$ cat src/rtl/pwr_pkg.sv
package pwr_pkg;
  typedef enum logic [1:0] {PS_OFF = 2'd0, PS_ON = 2'd1, PS_SLEEP = 2'd2} pstate_e;
  typedef enum logic [1:0] {PH_IDLE = 2'd0, PH_STOP = 2'd1, PH_RST_STOP = 2'd2, PH_START = 2'd3} phase_e;

  localparam int SRC_W = 8;

  // ON-source bit positions
  localparam int ONB_FROM_OFF = 0;
  localparam int ONB_RTC      = 1;
  localparam int ONB_GPIO     = 2;
  localparam int ONB_PIN      = 3;
  localparam int ONB_SWWAKE   = 4;
  localparam int ONB_WDOG     = 5;
  localparam int ONB_MON      = 6;
  localparam int ONB_RESET    = 7;

  // OFF-source bit positions
  localparam int OFB_SW    = 0;
  localparam int OFB_PIN   = 1;
  localparam int OFB_THERM = 2;
  localparam int OFB_MON   = 3;
  localparam int OFB_SHDN  = 4;
  localparam int OFB_GPIO  = 5;
  localparam int OFB_SEQ   = 6;
  localparam int OFB_LDO   = 7;

  // register addresses
  localparam int A_CTRL   = 0;
  localparam int A_ONSRC  = 1;
  localparam int A_OFFSRC = 2;

  // next value of one write-1-to-clear bit that may also be captured
  function automatic logic w1c_bit(input logic cur, input logic clr,
                                   input logic cap_en, input logic cap_val);
    return cap_en ? cap_val : (cur & ~clr);
  endfunction

  // control readback: bit0 = powered, bit1 = sleeping
  function automatic logic [1:0] ctrl_word(input pstate_e st);
    return {st == PS_SLEEP, st != PS_OFF};
  endfunction
endpackage

$ cat src/rtl/pwr_evt_qualify.sv
module pwr_evt_qualify
  import pwr_pkg::*;
(
  input  pstate_e          state,
  input  logic             busy,
  input  logic             supply_ok,
  input  logic             ev_rtc,
  input  logic             ev_gpio_on,
  input  logic             ev_gpio_off,
  input  logic             ev_gpio_sleep,
  input  logic             ev_gpio_wake,
  input  logic [3:0]       gpio_cfg,
  input  logic             ev_pin,
  input  logic [2:0]       pin_cfg,
  input  logic             sw_off,
  input  logic             sw_sleep,
  input  logic             sw_wake,
  input  logic             ev_wdog_wake,
  input  logic             ev_mon_wake,
  input  logic             ev_wdog_rst,
  input  logic             ev_hw_rst,
  input  logic             ev_sw_rst,
  input  logic             ev_cnv_uv,
  input  logic             ev_therm,
  input  logic             ev_mon_off,
  input  logic             ev_shdn,
  input  logic             ev_seq_fail,
  input  logic             ev_ldo_err,
  output logic [SRC_W-1:0] off_cause,
  output logic [SRC_W-1:0] on_cause,
  output logic             take_off,
  output logic             take_rst,
  output logic             take_sleep,
  output logic             take_on,
  output logic             take_wake
);
  logic idle, in_off, in_on, in_slp, awake;
  logic [SRC_W-1:0] off_raw, on_raw, wake_raw;
  logic rst_any, sleep_any;

  assign idle   = !busy;
  assign in_off = (state == PS_OFF);
  assign in_on  = (state == PS_ON);
  assign in_slp = (state == PS_SLEEP);
  assign awake  = in_on | in_slp;

  always_comb begin
    off_raw = '0;
    off_raw[OFB_SW]    = sw_off;
    off_raw[OFB_PIN]   = ev_pin & pin_cfg[2];
    off_raw[OFB_THERM] = ev_therm;
    off_raw[OFB_MON]   = ev_mon_off;
    off_raw[OFB_SHDN]  = ev_shdn;
    off_raw[OFB_GPIO]  = ev_gpio_off & gpio_cfg[1];
    off_raw[OFB_SEQ]   = ev_seq_fail;
    off_raw[OFB_LDO]   = ev_ldo_err;

    on_raw = '0;
    on_raw[ONB_RTC]  = ev_rtc;
    on_raw[ONB_GPIO] = ev_gpio_on & gpio_cfg[0];
    on_raw[ONB_PIN]  = ev_pin & pin_cfg[0];

    wake_raw = '0;
    wake_raw[ONB_RTC]    = ev_rtc;
    wake_raw[ONB_GPIO]   = ev_gpio_wake & gpio_cfg[3];
    wake_raw[ONB_PIN]    = ev_pin & pin_cfg[1];
    wake_raw[ONB_SWWAKE] = sw_wake;
    wake_raw[ONB_WDOG]   = ev_wdog_wake;
    wake_raw[ONB_MON]    = ev_mon_wake;
  end

  assign rst_any   = ev_wdog_rst | ev_hw_rst | ev_sw_rst | ev_cnv_uv;
  assign sleep_any = sw_sleep | (ev_gpio_sleep & gpio_cfg[2]);

  // every OFF cause of the cycle is kept for capture
  assign off_cause = (idle && awake) ? off_raw : '0;
  assign on_cause  = in_off ? on_raw : wake_raw;

  // arbitration: OFF > reset > SLEEP > ON/WAKE
  assign take_off   = |off_cause;
  assign take_rst   = idle & awake & rst_any & ~take_off;
  assign take_sleep = idle & in_on & sleep_any & ~take_off & ~take_rst;
  assign take_on    = idle & in_off & supply_ok & (|on_raw);
  assign take_wake  = idle & in_slp & supply_ok & (|wake_raw) & ~take_off & ~take_rst;
endmodule

$ cat src/rtl/pwr_seq_fsm.sv
module pwr_seq_fsm
  import pwr_pkg::*;
(
  input  logic    clk,
  input  logic    rst_n,
  input  logic    supply_ok,
  input  logic    seq_done,
  input  logic    take_off,
  input  logic    take_rst,
  input  logic    take_sleep,
  input  logic    take_on,
  input  logic    take_wake,
  output pstate_e state,
  output logic    busy,
  output logic    start_seq,
  output logic    stop_seq,
  output logic    sleep_enter
);
  phase_e phase;

  assign busy = (phase != PH_IDLE);

  always_ff @(posedge clk or negedge rst_n) begin
    if (!rst_n) begin
      state       <= PS_OFF;
      phase       <= PH_IDLE;
      start_seq   <= 1'b0;
      stop_seq    <= 1'b0;
      sleep_enter <= 1'b0;
    end else begin
      start_seq   <= 1'b0;
      stop_seq    <= 1'b0;
      sleep_enter <= 1'b0;
      case (phase)
        PH_IDLE: begin
          if (take_off) begin
            phase    <= PH_STOP;
            stop_seq <= 1'b1;
          end else if (take_rst) begin
            phase    <= PH_RST_STOP;
            stop_seq <= 1'b1;
          end else if (take_sleep) begin
            state       <= PS_SLEEP;
            sleep_enter <= 1'b1;
          end else if (take_on || take_wake) begin
            phase     <= PH_START;
            start_seq <= 1'b1;
          end
        end
        PH_STOP: begin
          if (seq_done) begin
            state <= PS_OFF;
            phase <= PH_IDLE;
          end
        end
        PH_RST_STOP: begin
          if (seq_done) begin
            state <= PS_OFF;
            if (supply_ok) begin
              phase     <= PH_START;
              start_seq <= 1'b1;
            end else begin
              phase <= PH_IDLE;
            end
          end
        end
        default: begin
          if (seq_done) begin
            state <= PS_ON;
            phase <= PH_IDLE;
          end
        end
      endcase
    end
  end
endmodule

$ cat src/rtl/pwr_src_regs.sv
module pwr_src_regs
  import pwr_pkg::*;
(
  input  logic             clk,
  input  logic             rst_n,
  input  logic             clr_on,
  input  logic             clr_off,
  input  logic [SRC_W-1:0] clr_mask,
  input  logic             take_off,
  input  logic             take_rst,
  input  logic             take_on,
  input  logic             take_wake,
  input  logic [SRC_W-1:0] off_cause,
  input  logic [SRC_W-1:0] on_cause,
  output logic [SRC_W-1:0] on_src,
  output logic [SRC_W-1:0] off_src
);
  logic             on_cap;
  logic [SRC_W-1:0] on_next;

  assign on_cap = take_on | take_wake | take_rst;

  always_comb begin
    on_next = '0;
    if (take_rst) begin
      on_next[ONB_RESET]    = 1'b1;
      on_next[ONB_FROM_OFF] = 1'b1;
    end else begin
      on_next = on_cause;
      on_next[ONB_FROM_OFF] = take_on;
    end
  end

  for (genvar i = 0; i < SRC_W; i++) begin : g_bit
    always_ff @(posedge clk or negedge rst_n) begin
      if (!rst_n) begin
        on_src[i]  <= 1'b0;
        off_src[i] <= 1'b0;
      end else begin
        on_src[i]  <= w1c_bit(on_src[i], clr_on & clr_mask[i], on_cap, on_next[i]);
        off_src[i] <= w1c_bit(off_src[i], clr_off & clr_mask[i], take_off, off_cause[i]);
      end
    end
  end
endmodule

$ cat src/rtl/pwr_state_ctrl.sv
module pwr_state_ctrl
  import pwr_pkg::*;
#(
  parameter int DATA_W = 16,
  parameter int ADDR_W = 2
) (
  input  logic              clk,
  input  logic              rst_n,
  input  logic              supply_ok,
  input  logic              ev_rtc_alarm,
  input  logic              ev_gpio_on,
  input  logic              ev_gpio_off,
  input  logic              ev_gpio_sleep,
  input  logic              ev_gpio_wake,
  input  logic [3:0]        gpio_func,
  input  logic              ev_pin,
  input  logic [2:0]        pin_func,
  input  logic              ev_wdog_wake,
  input  logic              ev_wdog_rst,
  input  logic              ev_hw_rst,
  input  logic              ev_sw_rst,
  input  logic              ev_cnv_uv,
  input  logic              ev_therm,
  input  logic              ev_mon_wake,
  input  logic              ev_mon_off,
  input  logic              ev_shdn,
  input  logic              ev_seq_fail,
  input  logic              ev_ldo_err,
  input  logic              seq_done,
  input  logic              reg_wr,
  input  logic [ADDR_W-1:0] reg_addr,
  input  logic [DATA_W-1:0] reg_wdata,
  output logic [DATA_W-1:0] reg_rdata,
  output logic              start_seq,
  output logic              stop_seq,
  output logic              sleep_enter,
  output logic [1:0]        pwr_state
);
  localparam logic [ADDR_W-1:0] AD_CTRL = ADDR_W'(A_CTRL);
  localparam logic [ADDR_W-1:0] AD_ON   = ADDR_W'(A_ONSRC);
  localparam logic [ADDR_W-1:0] AD_OFF  = ADDR_W'(A_OFFSRC);

  pstate_e          state;
  logic             busy;
  logic             sw_wr, sw_off, sw_sleep, sw_wake;
  logic             take_off, take_rst, take_sleep, take_on, take_wake;
  logic [SRC_W-1:0] off_cause, on_cause, on_src, off_src;
  logic             unused_wdata;

  assign unused_wdata = ^reg_wdata;

  assign sw_wr    = reg_wr && (reg_addr == AD_CTRL);
  assign sw_off   = sw_wr & ~reg_wdata[0];
  assign sw_sleep = sw_wr &  reg_wdata[1];
  assign sw_wake  = sw_wr & ~reg_wdata[1];

  pwr_evt_qualify u_qual (
    .state(state), .busy(busy), .supply_ok(supply_ok),
    .ev_rtc(ev_rtc_alarm), .ev_gpio_on(ev_gpio_on), .ev_gpio_off(ev_gpio_off),
    .ev_gpio_sleep(ev_gpio_sleep), .ev_gpio_wake(ev_gpio_wake), .gpio_cfg(gpio_func),
    .ev_pin(ev_pin), .pin_cfg(pin_func),
    .sw_off(sw_off), .sw_sleep(sw_sleep), .sw_wake(sw_wake),
    .ev_wdog_wake(ev_wdog_wake), .ev_mon_wake(ev_mon_wake),
    .ev_wdog_rst(ev_wdog_rst), .ev_hw_rst(ev_hw_rst), .ev_sw_rst(ev_sw_rst),
    .ev_cnv_uv(ev_cnv_uv), .ev_therm(ev_therm), .ev_mon_off(ev_mon_off),
    .ev_shdn(ev_shdn), .ev_seq_fail(ev_seq_fail), .ev_ldo_err(ev_ldo_err),
    .off_cause(off_cause), .on_cause(on_cause),
    .take_off(take_off), .take_rst(take_rst), .take_sleep(take_sleep),
    .take_on(take_on), .take_wake(take_wake)
  );

  pwr_seq_fsm u_fsm (
    .clk(clk), .rst_n(rst_n), .supply_ok(supply_ok), .seq_done(seq_done),
    .take_off(take_off), .take_rst(take_rst), .take_sleep(take_sleep),
    .take_on(take_on), .take_wake(take_wake),
    .state(state), .busy(busy),
    .start_seq(start_seq), .stop_seq(stop_seq), .sleep_enter(sleep_enter)
  );

  pwr_src_regs u_src (
    .clk(clk), .rst_n(rst_n),
    .clr_on(reg_wr && (reg_addr == AD_ON)),
    .clr_off(reg_wr && (reg_addr == AD_OFF)),
    .clr_mask(reg_wdata[SRC_W-1:0]),
    .take_off(take_off), .take_rst(take_rst), .take_on(take_on), .take_wake(take_wake),
    .off_cause(off_cause), .on_cause(on_cause),
    .on_src(on_src), .off_src(off_src)
  );

  assign pwr_state = state;

  always_comb begin
    reg_rdata = '0;
    if (reg_addr == AD_CTRL)     reg_rdata = DATA_W'(ctrl_word(state));
    else if (reg_addr == AD_ON)  reg_rdata = DATA_W'(on_src);
    else if (reg_addr == AD_OFF) reg_rdata = DATA_W'(off_src);
  end
endmodule

$ cat config.mk
export PLATFORM = sky130hd
export DESIGN_NAME = pwr_state_ctrl
export DESIGN_NICKNAME = d
export VERILOG_FILES = /design/src/rtl/pwr_pkg.sv /design/src/rtl/pwr_evt_qualify.sv /design/src/rtl/pwr_seq_fsm.sv /design/src/rtl/pwr_src_regs.sv /design/src/rtl/pwr_state_ctrl.sv
export SDC_FILE = /design/constraint.sdc
export NUM_CORES = 1
export LEC_CHECK = 0
export BUFFER_PORTS_ARGS = -buffer_cell sky130_fd_sc_hd__buf_2
export CAP_MARGIN = 20
export CORE_UTILIZATION = 45
export DETAILED_ROUTE_END_ITERATION = 7
export GPL_TIMING_DRIVEN = 0
export PLACE_DENSITY = 0.76
export SYNTH_ARGS = -nofsm -noshare
export SYNTH_HDL_FRONTEND = slang
export SYNTH_SLANG_ARGS = --single-unit
export TNS_END_PERCENT = 5
$ cat constraint.sdc
create_clock -name clk -period 5.1 [get_ports clk]
set_input_delay 0.765 -clock clk [delete_from_list [all_inputs] [get_ports clk]]
set_output_delay 0.765 -clock clk [all_outputs]
set_load 0.02 [all_outputs]
### After elaboration in Yosys (flattened, before gate mapping)

Cells that the tools add are included.

* bits in latches: 0
* register bits: 23
* bits in writable memories: 0
* ROM bits: 0
* memories: 0
* output and inout bits: 21

* $mul: 0
* multiplexer cells: 51
* eq/ne operators: 13
* divide/modulo/power cells: 0
* reduce and logical (&&, ||, !) cells: 18
* add/subtract/negate cells: 0
* shifts and indexed selects: 0
* bitwise operators: 84
* magnitude comparators: 0

Operator list (number)
* 1-bit AND: 57
* 8-bit 2-to-1 mux: 4
* 1-bit 2-to-1 mux: 31
* 2-bit 2-to-1 mux: 11
* 1-bit inverter: 20
* 2-bit inequality test (second input constant): 4
* 2-bit case mux with 2 select lines: 2
* 8-bit OR reduction: 1
* 7-bit 2-to-1 mux: 1
* 1-bit bitwise OR: 7
* 2-bit by 1-bit equality test with 1-bit output (second input constant): 3
* 2-bit equality test (second input constant): 3
* 2-bit logical NOT: 3
* 6-bit 2-to-1 mux: 1
* 2-bit nonzero test: 3
* 6-bit OR reduction: 1
* 5-bit AND reduction: 1
* 1-bit logical AND: 4
* 4-bit by 3-bit inequality test with 1-bit output (second input constant): 1
* 4-bit inequality test (second input constant): 1
* 4-bit AND reduction: 1
* 3-bit OR reduction: 1
* 2-bit by 1-bit inequality test with 1-bit output (second input constant): 1
* 1-bit case mux with 2 select lines: 1
* 3 further kinds: 3

### Logic depth before layout (Yosys ltp)

* depth in word-level cells: 15
* mapped depth: 8
* mapped depth without buffers: 7

### Hierarchy

Synthesis repeated with hierarchy kept, for this count alone.

* cell total of the unflattened synthesis: 184
* area total of the unflattened synthesis: 1784.2 um^2

Modules (own cells, without submodules)
* pwr_src_regs: area each 793.3 um^2, cells each 68, sequential area each 400.4 um^2, instances 1
* pwr_seq_fsm: area each 430.4 um^2, cells each 40, sequential area each 175.2 um^2, instances 1
* pwr_evt_qualify: area each 330.3 um^2, cells each 44, sequential area each 0.0 um^2, instances 1
* pwr_state_ctrl: area each 230.2 um^2, cells each 32, sequential area each 0.0 um^2, instances 1

### Worst setup path before layout

Ideal clock, no wire load.

* kind: input to register
* start point: input port reg_addr[1]
* end point: register u_src.on_src[0]
* stages on the path: 6
* slack: 2.694 ns
* setup time: 0.127 ns
* data required time: 4.973 ns
* path buffers: 1
* arrival time: 2.280 ns
* cells stage by stage: buf_2 > nor4b_1 > or4_4 > o41ai_4 > a21oi_1 > a311o_1

* cells in the longest elaborated chain, start to end: 12

RTL lines
* start, declared: RTL line pwr_state_ctrl.sv:31 `input logic [ADDR_W-1:0] reg_addr,`
* 2-bit logical NOT: RTL line pwr_state_ctrl.sv:52 `assign sw_wr = reg_wr && (reg_addr == AD_CTRL);`
* 1-bit logical AND: RTL line pwr_state_ctrl.sv:52
* 1-bit AND: RTL line pwr_state_ctrl.sv:53 `assign sw_off = sw_wr & ~reg_wdata[0];`
* 8-bit 2-to-1 mux: RTL line pwr_evt_qualify.sv:76 `assign off_cause = (idle && awake) ? off_raw : '0;`
* 8-bit OR reduction: RTL line pwr_evt_qualify.sv:80 `assign take_off = |off_cause;`
* 1-bit inverter: RTL line pwr_evt_qualify.sv:81, pwr_evt_qualify.sv:84
* 1-bit AND: RTL line pwr_evt_qualify.sv:81 `assign take_rst = idle & awake & rst_any & ~take_off;`
* 1-bit inverter: RTL line pwr_evt_qualify.sv:84 `assign take_wake = idle & in_slp & supply_ok & (|wake_raw) & ~take_off & ~take_rst;`
* 1-bit AND: RTL line pwr_evt_qualify.sv:84
* 1-bit bitwise OR (2 in a row): RTL line pwr_src_regs.sv:21 `assign on_cap = take_on | take_wake | take_rst;`
* 1-bit 2-to-1 mux *: RTL line pwr_pkg.sv:35 `return cap_en ? cap_val : (cur & ~clr);`
* end signal, assigned by index: RTL line pwr_src_regs.sv:40 `on_src[i] <= w1c_bit(on_src[i], clr_on & clr_mask[i], on_cap, on_next[i]);`
* end, declared: RTL line pwr_src_regs.sv:15 `output logic [SRC_W-1:0] on_src,`

Every way passes the cells marked *; elsewhere a longest branch is shown, timed or not.
A chain may end at the register's enable or synchronous reset.

### Worst setup path in the final report

* start point: input port reg_addr[1]
* end point: output port reg_rdata[6]

* cells in the longest elaborated chain, start to end: 4

RTL lines
* 2-bit equality test: RTL line pwr_state_ctrl.sv:96 `else if (reg_addr == AD_OFF) reg_rdata = DATA_W'(off_src);`
* 8-bit 2-to-1 mux: RTL line pwr_state_ctrl.sv:96
* 8-bit 2-to-1 mux: RTL line pwr_state_ctrl.sv:95 `else if (reg_addr == AD_ON) reg_rdata = DATA_W'(on_src);`
* 8-bit 2-to-1 mux *: RTL line pwr_state_ctrl.sv:94 `if (reg_addr == AD_CTRL) reg_rdata = DATA_W'(ctrl_word(state));`
* end, declared: RTL line pwr_state_ctrl.sv:33 `output logic [DATA_W-1:0] reg_rdata,`

Marks and branches as above.

==> metrics.txt <==
die area about 3800 um^2; RSZ-0062 raised after global routing no; Port Buffers 50; Area contributors post-synth dfrtp_1 (36%), nand2_1 (5.9%), ha_1 (4.7%); final hold viol count 0; crit end category primary output; Crit-path slowest cell nor2b_1; GRT Resource Usage Total 0.217; Comb pwr share 0.575; Worst-Skew Late Latency ~0.31 ns; Max Cap Violations 0; Peak VDD IR 0.000191 V; Max FO, Critical Path 10; DP Worst Slack ~2.5 ns; largest net degree at the start of global routing 24; final non-filler cell total about 280; Rows 21; pwr/cell area approximately 460 nW/um^2; final setup fails 0; Remaining DRCs 0; final instance area between 1500 and 2000 um^2; Post-Route Hold Slack between 0.3 and 0.4 ns; cell taking the most area after synthesis dfrtp_1; Synth Register Bits 23; TritonCTS Buffers 3; total power around 0.9 mW; post-synthesis cell count 174; TNS Setup 0 ns; layout cells sized above 1 0.311; initial antenna violation count 0; Crit Path Category in -> out; H-tree levels 1; GPL Wtd Cong between 0.8 and 0.9; Syn-to-layout area delta 22.7%; post-route antenna net violation count 0; register area share after synthesis 0.362; Avg Synthesized Cell Area about 9.1 um^2; setup slack after layout 2.56 ns; crit-path max cell delay 0.45 ns; number of flops mapped to enable cells by yosys 0; clock sinks 23; WP buf/inv 2; placed cell count approximately 280; static leakage around 0.95 nW; CORE AREA 3360 um^2; Commonest cells post-synth nand2_1 (25), dfrtp_1 (23), inv_1 (10), nor2_1 (10); Post-CTS Resized 0; Cell Chain, Critical Path buf_2, nor2b_1, a22o_1, buf_2; clk root buf clkbuf_4; most common cell in the netlist nand2_1; Via-to-Cell Ratio about 5.3; hold crit path type in -> async; diodes inserted 0; part of the power in registers 0.329; # hold bufs at CTS 0; Reg clk slew, reported paths 0.13 ns; Post-CTS Setup Bufs 0; CP arrival between 1.5 and 2 ns; total vias in the final route 1501; Sw Ratio 0.439; Distinct cells, synth 48; Final min period roughly 2.5 ns; run status finished, final reports clean; DR WL/cell between 10 and 15 um; clk buf depth 2; 1st-pass router iterations 4; Clk pwr share 0.096; Fin Clk Skew 0.00208 ns; CP required around 4.3 ns; mapped cell area around 1600 um^2; grt ovf 0; Slew Viols, Final 0; Net Sw Power 0.395 mW; iteration-0 DRC count of the detailed router ~110; vias in the first global route between 1k and 1.5k; Filler cells 345; Yosys top cell area share 0.362; Post-Route WL 3860 um; post-route core utilization 0.580; I/O pin total 68; first-pass GRT wire length approximately 6100 um; CP dominant cell by count buf_2; highest clock rate just under 400 MHz; asr flop ratio synth 1.00; Detailed Place HPWL ~3100 um; Tcrit/Tclk final 0.499; Placed Instance Area between 1500 and 2000 um^2; Worst-Margin Slew roughly 0.65 ns; Die W between 60 and 70 um; starting density of the core 0.473; Top FF cell, synth dfrtp_1; Yosys Warn Count 0; Nets slightly below 300; CTS tree done; Die Y-Extent just over 60 um; cell family with most CP delay simple AND/OR/NAND/NOR gates; Slew Limit Headroom 0.566; Startpoint Class input port; Pint between 0.5 and 0.6 mW
path summary, 6_finish.rpt:
check / startpoint / endpoint / slack (ns) / cells after the start
setup reg to reg: u_fsm.state[1] / u_fsm.phase[0] / 2.62 / 8
hold / removal: rst_n / u_src.off_src[0] / 0.40 / 1
max in group asynchronous: rst_n / u_fsm.state[1] / 4.36 / 1
hold reg to reg: u_src.off_src[5] / u_src.off_src[5] / 0.53 / 2
min in group clk: u_src.off_src[5] / u_src.off_src[5] / 0.53 / 2
setup / recovery: reg_addr[1] / reg_rdata[6] / 2.56 / 4
per-layer routing:
metal	GRT usage	vias to the layer above	wire (um)
met1	0.340	688	1740
met5	0	-	0
met4	0.0444	0	10
met2	0.320	63	1790
li1	-	748	-
met3	0.0294	2	322
cells in the final DEF, fill, tap and decap left out, types with 3 or more instances in the layout:
| master | count |
|---|---|
| buf_2 | 52 |
| nand2_1 | 25 |
| dfrtp_1 | 23 |
| inv_1 | 10 |
| nor2_1 | 10 |
| o21ai_0 | 8 |
| buf_4 | 8 |
| conb_1 | 8 |
| a32o_1 | 6 |
| a22o_1 | 6 |
| a21oi_1 | 6 |
| ha_1 | 6 |
| nand3_1 | 5 |
| clkbuf_1 | 4 |
| and2_1 | 4 |
| a31oi_1 | 4 |
| nand2b_1 | 3 |
| mux2i_1 | 3 |
| clkbuf_4 | 3 |
sequential cells by signal, indices dropped and copies added (netlist names):
| name | count |
|---|---|
| u_fsm.stop_seq | 1 |
| u_fsm.sleep_enter | 1 |
| u_fsm.phase | 2 |
| u_fsm.state | 2 |
| u_fsm.start_seq | 1 |
| u_src.on_src | 8 |
| u_src.off_src | 8 |
cell families after synthesis:
logic type	share of synthesized area
multiplexers	0.0330
other	0.00236
flip-flops	0.362
adder cells (fa/ha/maj)	0.0472
AND/OR/NAND/NOR	0.196
AO/OA/AOI/OAI	0.273
buffers and inverters	0.0865
power by group through the flow:
stage | logic (mW) | registers (mW) | clock network (mW)
after detailed placement | 0.514 | 0.300 | 0
after global placement | 0.508 | 0.298 | 0
after CTS | 0.516 | 0.296 | 0.0863
after global routing | 0.578 | 0.303 | 0.0945
final | 0.517 | 0.296 | 0.0861
after floorplan | 0.377 | 0.302 | 0
layout make-up:
type | instances | area (um^2) | share of cell area
Sequential cell | 23 | 576 | 0.295
Tap cell | 46 | 57.6 | 0.0295
Clock buffer | 3 | 22.5 | 0.0115
Inverter | 10 | 37.5 | 0.0192
Timing Repair Buffer | 50 | 250 | 0.128
Clock inverter | 1 | 5.00 | 0.00256
Buffer | 16 | 100 | 0.0513
Multi-Input combinational cell | 132 | 903 | 0.463
(Power assumes the default switching activity.)
